$ cat src/rtl/irq_hub_pkg.sv
package irq_hub_pkg;
   localparam int REG_W      = 32;
   localparam int ID_W       = 8;
   localparam int OFS_STATUS = 0;
   localparam int OFS_PEND   = 4;
   localparam int OFS_EN     = 8;
   localparam int OFS_ID     = 24;
   localparam int OFS_GATE   = 28;
   localparam int OFS_CMD    = 64;
   localparam int GATE_BIT   = 31;
   localparam int ID_NONE    = 128;
   localparam logic [REG_W-1:0] CMD_KEY = 32'h0000_000A;
   localparam int MIN_ADDR_W = 7;
endpackage

$ cat src/rtl/irq_hub_regs.sv
module irq_hub_regs
   import irq_hub_pkg::*;
#(
   parameter int LATCH_N = 1,
   parameter int SRC_N   = 16
) (
   input  logic               clk,
   input  logic               rst_n,
   input  logic               soft_clr,
   input  logic               wr_status,
   input  logic               wr_en,
   input  logic               wr_gate,
   input  logic [REG_W-1:0]   wdata,
   input  logic [LATCH_N-1:0] err_evt,
   output logic [LATCH_N-1:0] lat_q,
   output logic [SRC_N-1:0]   en_q,
   output logic               gate_q
);
   for (genvar i = 0; i < LATCH_N; i++) begin : g_latch
      logic bit_q;
      always_ff @(posedge clk or negedge rst_n) begin
         if (!rst_n) begin
            bit_q <= 1'b0;
         end else if (soft_clr) begin
            bit_q <= 1'b0;
         end else if (err_evt[i]) begin
            bit_q <= 1'b1;
         end else if (wr_status && wdata[i]) begin
            bit_q <= ~bit_q;
         end
      end
      assign lat_q[i] = bit_q;
   end

   always_ff @(posedge clk or negedge rst_n) begin
      if (!rst_n) begin
         en_q   <= '0;
         gate_q <= 1'b0;
      end else if (soft_clr) begin
         en_q   <= '0;
         gate_q <= 1'b0;
      end else begin
         if (wr_en)   en_q   <= wdata[SRC_N-1:0];
         if (wr_gate) gate_q <= wdata[GATE_BIT];
      end
   end
endmodule

$ cat src/rtl/irq_hub_prio.sv
module irq_hub_prio
   import irq_hub_pkg::*;
#(
   parameter int SRC_N = 16
) (
   input  logic [SRC_N-1:0] pend,
   output logic [ID_W-1:0]  id
);
   always_comb begin
      id = ID_W'(ID_NONE);
      for (int i = SRC_N - 1; i >= 0; i--) begin
         if (pend[i]) id = ID_W'(i);
      end
   end
endmodule

$ cat src/rtl/irq_hub_rstcmd.sv
module irq_hub_rstcmd (
   input  logic clk,
   input  logic rst_n,
   input  logic hit,
   output logic pulse_q
);
   always_ff @(posedge clk or negedge rst_n) begin
      if (!rst_n) pulse_q <= 1'b0;
      else        pulse_q <= hit;
   end
endmodule

$ cat src/rtl/irq_hub.sv
module irq_hub
   import irq_hub_pkg::*;
#(
   parameter int ADDR_W  = 8,
   parameter int LATCH_N = 1,
   parameter int LIVE_N  = 15
) (
   input  logic                clk,
   input  logic                rst_n,
   input  logic [ADDR_W-1:0]   reg_addr,
   input  logic                reg_we,
   input  logic [REG_W-1:0]    reg_wdata,
   output logic [REG_W-1:0]    reg_rdata,
   input  logic [LIVE_N-1:0]   src_live,
   input  logic [LATCH_N-1:0]  err_evt,
   output logic                irq_out,
   output logic                soft_rst_out
);
   localparam int SRC_N = LATCH_N + LIVE_N;
   localparam logic [ADDR_W-1:0] A_STATUS = ADDR_W'(OFS_STATUS);
   localparam logic [ADDR_W-1:0] A_PEND   = ADDR_W'(OFS_PEND);
   localparam logic [ADDR_W-1:0] A_EN     = ADDR_W'(OFS_EN);
   localparam logic [ADDR_W-1:0] A_ID     = ADDR_W'(OFS_ID);
   localparam logic [ADDR_W-1:0] A_GATE   = ADDR_W'(OFS_GATE);
   localparam logic [ADDR_W-1:0] A_CMD    = ADDR_W'(OFS_CMD);

   if (ADDR_W < MIN_ADDR_W) begin : g_bad_addr
      $error("irq_hub: ADDR_W too narrow for the command offset");
   end
   if (LATCH_N < 1 || LIVE_N < 1) begin : g_bad_src
      $error("irq_hub: need at least one latched and one live source");
   end
   if (SRC_N > REG_W) begin : g_bad_width
      $error("irq_hub: more sources than register bits");
   end

   logic [LATCH_N-1:0] lat_q;
   logic [SRC_N-1:0]   en_q;
   logic               gate_q;
   logic [SRC_N-1:0]   stat;
   logic [SRC_N-1:0]   pend;
   logic [ID_W-1:0]    id;
   logic               cmd_hit;
   logic               irq_q;

   assign cmd_hit = reg_we && (reg_addr == A_CMD) && (reg_wdata == CMD_KEY);

   irq_hub_regs #(.LATCH_N(LATCH_N), .SRC_N(SRC_N)) u_regs (
      .clk       (clk),
      .rst_n     (rst_n),
      .soft_clr  (cmd_hit),
      .wr_status (reg_we && (reg_addr == A_STATUS)),
      .wr_en     (reg_we && (reg_addr == A_EN)),
      .wr_gate   (reg_we && (reg_addr == A_GATE)),
      .wdata     (reg_wdata),
      .err_evt   (err_evt),
      .lat_q     (lat_q),
      .en_q      (en_q),
      .gate_q    (gate_q)
   );

   assign stat = {src_live, lat_q};
   assign pend = stat & en_q;

   irq_hub_prio #(.SRC_N(SRC_N)) u_prio (
      .pend (pend),
      .id   (id)
   );

   irq_hub_rstcmd u_cmd (
      .clk     (clk),
      .rst_n   (rst_n),
      .hit     (cmd_hit),
      .pulse_q (soft_rst_out)
   );

   always_ff @(posedge clk or negedge rst_n) begin
      if (!rst_n)       irq_q <= 1'b0;
      else if (cmd_hit) irq_q <= 1'b0;
      else              irq_q <= gate_q && (|pend);
   end
   assign irq_out = irq_q;

   always_comb begin
      reg_rdata = '0;
      if (reg_addr == A_STATUS)    reg_rdata[SRC_N-1:0] = stat;
      else if (reg_addr == A_PEND) reg_rdata[SRC_N-1:0] = pend;
      else if (reg_addr == A_EN)   reg_rdata[SRC_N-1:0] = en_q;
      else if (reg_addr == A_ID)   reg_rdata[ID_W-1:0]  = id;
      else if (reg_addr == A_GATE) reg_rdata[GATE_BIT]  = gate_q;
   end
endmodule

$ cat config.mk
export PLATFORM = sky130hd
export DESIGN_NAME = irq_hub
export DESIGN_NICKNAME = d
export VERILOG_FILES = /design/src/rtl/irq_hub_pkg.sv /design/src/rtl/irq_hub_regs.sv /design/src/rtl/irq_hub_prio.sv /design/src/rtl/irq_hub_rstcmd.sv /design/src/rtl/irq_hub.sv
export SDC_FILE = /design/constraint.sdc
export NUM_CORES = 1
export LEC_CHECK = 0
export ABC_AREA = 1
export BUFFER_PORTS_ARGS = -buffer_cell sky130_fd_sc_hd__buf_2
export CAP_MARGIN = 25
export CORE_ASPECT_RATIO = 2
export CORE_MARGIN = 1
export CORE_UTILIZATION = 40
export CTS_CLUSTER_SIZE = 24
export DETAILED_ROUTE_END_ITERATION = 8
export PLACE_DENSITY = 0.78
export SETUP_SLACK_MARGIN = 0.05
export SLEW_MARGIN = 20
export SYNTH_ARGS = -nofsm -noshare
export SYNTH_HDL_FRONTEND = slang
export SYNTH_SLANG_ARGS = --single-unit
$ cat constraint.sdc
create_clock -name clk -period 1.8 [get_ports clk]
set_clock_uncertainty 0.2 [all_clocks]
set_input_delay 0.27 -clock clk [delete_from_list [all_inputs] [get_ports clk]]
set_output_delay 0.27 -clock clk [all_outputs]
set_load 0.005 [all_outputs]
==> impl_metrics.csv <==
group,metric,value,unit
global_routing,grt_pass1_wl,9901,µm
sta,rsz0062_at_grt,"yes",
global_routing,grt_overflow,0,
floorplanning,die_height,93.22,µm
finish,fillCellCount,307,
clocking,cts_tree,"yes",
finish,final_core_util,0.7570,
global_routing,antenna_found_initial,0,
power_and_ir_drop,ir_drop,352.3,µV
floorplanning,ios,93,
clocking,clock_latency,0.25,ns
yosys,yosysWarnings,0,
worst_setup_path,crit_fanout,3,
clocking,htree_levels,1,
sta,fin_crit,2.262,ns
worst_setup_path,cp.required,1.33,ns
floorplanning,row_count,32,
min_path,hold_class,"input pin to register",
clocking,clockBufferDepth,2,
sta,hold_slack,0.04480,ns
yosys,netlist_area,1664,µm²
global_routing,grt_usage,0.3136,
worst_setup_path,end_kind,"output port",
finish,mostFrequentLayoutCells,"nand2_1 (81), buf_2 (77), buf_4 (61)",
detailed_routing,vias,2396,
sta,fin_crit_sh,1.257,
finish,stdcell_area,2970,µm²
detailed_routing,drc,0,
floorplanning,die_w,47.61,µm
yosys,synth.distinct_cells,28,
worst_setup_path,cp_cell_sequence,"nand2_2 -> inv_2 -> nand2_1 -> nand2_1 -> nand2_1 -> nand2_1 -> nand2_1 -> nand2_1 -> nand2_1 -> nand2_1 -> nand2_1 -> nand2_1 -> nand2_1 -> nand2_1 -> nand2_1 -> nand2_1 -> nand2_1 -> nand2_1 -> nand2_1 -> nand2_1 -> buf_2",
detailed_routing,ant_nets,0,
power_and_ir_drop,power_leakage,1.663,nW
power_and_ir_drop,p_per_area,388.2,nW/µm²
detailed_routing,routed_wl,6917,µm
clocking,clk_pin_slew,0.07,ns
detailed_routing,drt-initial-drc-count,104,
job,max_cap_viol_count,0,
yosys,syn_inst,254,
sta,fin_setup_tns,-5.050,ns
clocking,cts.sinks,20,
status,status,"complete, but fails checks",
floorplanning,core-area,3924,µm²
sta,fmax,442.0,MHz
placed_design,place_ws,-0.4745,ns
sta,worst_slack,-0.4622,ns
worst_setup_path,cp_data_arrival_time,1.79,ns
yosys,synth_seq_cells,20,
worst_setup_path,crit_path_frequent_cell,"nand2_1",
global_routing,grt_max_degree,21,
worst_setup_path,crit_family,"simple AND/OR/NAND/NOR gates",
finish,final_common_cell,"nand2_1",
sta,slew_viol_final,0,
worst_setup_path,max_stage_delay,0.40,ns
clocking,cts.root.buffer_cell,"clkbuf_8",
finish,nets,465,
worst_setup_path,slowest_stage,"dfrtp_1",
yosys,syn_area_per_cell,6.552,µm²
placed_design,dpl.hpwl,4847,µm
floorplanning,dieArea,4438,µm²
sta,finalHoldViolations,0,
finish,drive_gt1_frac,0.5297,
detailed_routing,wire_per_inst,15.20,µm
placed_design,dpl-instance-area,2495,µm²
finish,syn_to_final_growth,78.50,%
yosys,seq_area_frac_synth,0.3008,
yosys,synth-main-ff-cell,"dfrtp_1",
yosys,synthArstFlopShare,1.000,
placed_design,port_buffers,77,
status,failed_checks,"setup timing",
global_routing,grt_pass1_vias,2408,
worst_setup_path,path_buf_inv,2,
finish,num_antenna_cells,0,
yosys,synth_edf_count,0,
detailed_routing,viasPerCell,5.266,
floorplanning,initial_core_util,0.4241,
worst_setup_path,crit_type,"register to output port",
placed_design,gp_congestion,0.8979,
clocking,cts_made_buffers,3,
detailed_routing,dr.pass1.iters,4,
worst_setup_path,startpoint_type,"register",
sta,setup-violations-final,17,
## repair_timing
action | in CTS | in global routing
setup endpoints to repair | 26 | 32
pin swaps | 7 | 20
hold endpoints to repair | 20 | 0
setup buffers | 5 | 8
hold buffers | 1 | 0
gates cloned | 1 | 2
gates resized for setup | 39 | 42
## worst paths after layout
| path | from | to | slack [ns] | cells after the start |
|---|---|---|---|---|
| min reg2reg | u_regs.gate_q | irq_out | 0.38 | 2 |
| max reg2reg | u_regs.en_q[9] | irq_out | 0.11 | 8 |
| min | reg_wdata[4] | u_regs.en_q[4] | 0.04 | 3 |
| min in group asynchronous | rst_n | u_cmd.pulse_q | 0.30 | 2 |
| max in group asynchronous | rst_n | u_regs.en_q[10] | 0.79 | 2 |
| max | u_regs.en_q[15] | reg_rdata[0] | -0.46 | 21 |
## power by group
group,leakage (nW),switching [mW],internal (mW)
registers,0.239,0.0172,0.474
clock network,0.0216,0.134,0.149
logic,1.40,0.199,0.180
total,1.66,0.350,0.803
## worst min-delay path, delay by kind of cell
| family | cells | cell delay, ns |
|---|---|---|
| AND/OR/NAND/NOR | 2 | 0.10 |
| buffers and inverters | 1 | 0.09 |
## Yosys cell counts (2+ instances only)
cell	n	area (µm²)
dfrtp_1	20	500.5
nor3_1	3	15.01
nand2_1	92	345.3
a31oi_1	3	18.77
nor2_4	3	33.78
nor2_1	11	41.29
inv_2	2	7.510
buf_2	3	15.01
a21oi_1	21	105.1
inv_1	31	116.4
nor4_1	11	68.82
nand3_1	6	30.03
nand4_1	3	18.77
nor2_2	2	12.51
o221ai_1	4	35.03
buf_4	15	112.6
nor3_2	2	20.02
o21ai_0	10	50.05
o21bai_1	2	15.01
a211oi_1	2	15.01
## sequential cells by signal, indices dropped and copies added (netlist names)
| signal | cells |
|---|---|
| irq_out | 1 |
| u_regs.lat_q | 1 |
| u_cmd.pulse_q | 1 |
| u_regs.en_q | 16 |
| u_regs.gate_q | 1 |
## area by class of cell
type                       instances  area, µm²  share of cell area
clock buffer                       3      41.29             0.01390
inverter                          33      126.4             0.04254
multi-input combinational        196       1212              0.4082
sequential                        20      500.5              0.1685
tap                               51      63.81             0.02148
timing repair buffer             152       1026              0.3454
## logic make-up (layout without fill, tap and decap cells)
family,after synthesis,after routing,share of synthesized area
other cells,1,15,0.002253
compound gates,44,44,0.1534
flops,20,20,0.3008
buf+inv,52,188,0.1579
simple gates,137,137,0.3857
## through the flow
| step | total power, mW | instances |
|---|---|---|
| floorplan | 0.6190 | 268 |
| global placement | 0.7860 | 437 |
| detailed placement | 0.7938 | 437 |
| CTS | 1.106 | 447 |
| global route | 1.216 | 455 |
| finish | 1.153 | 455 |
## per-layer routing
metal  share of wire  track usage  up-vias
met4           0.088       0.2199        0
li1                -            -     1106
met2            0.58       0.6142      138
met5               0            0        -
met3           0.040      0.03089       44
met1            0.29       0.2444     1108
No activity file was read; power rests on OpenSTA's default activity.
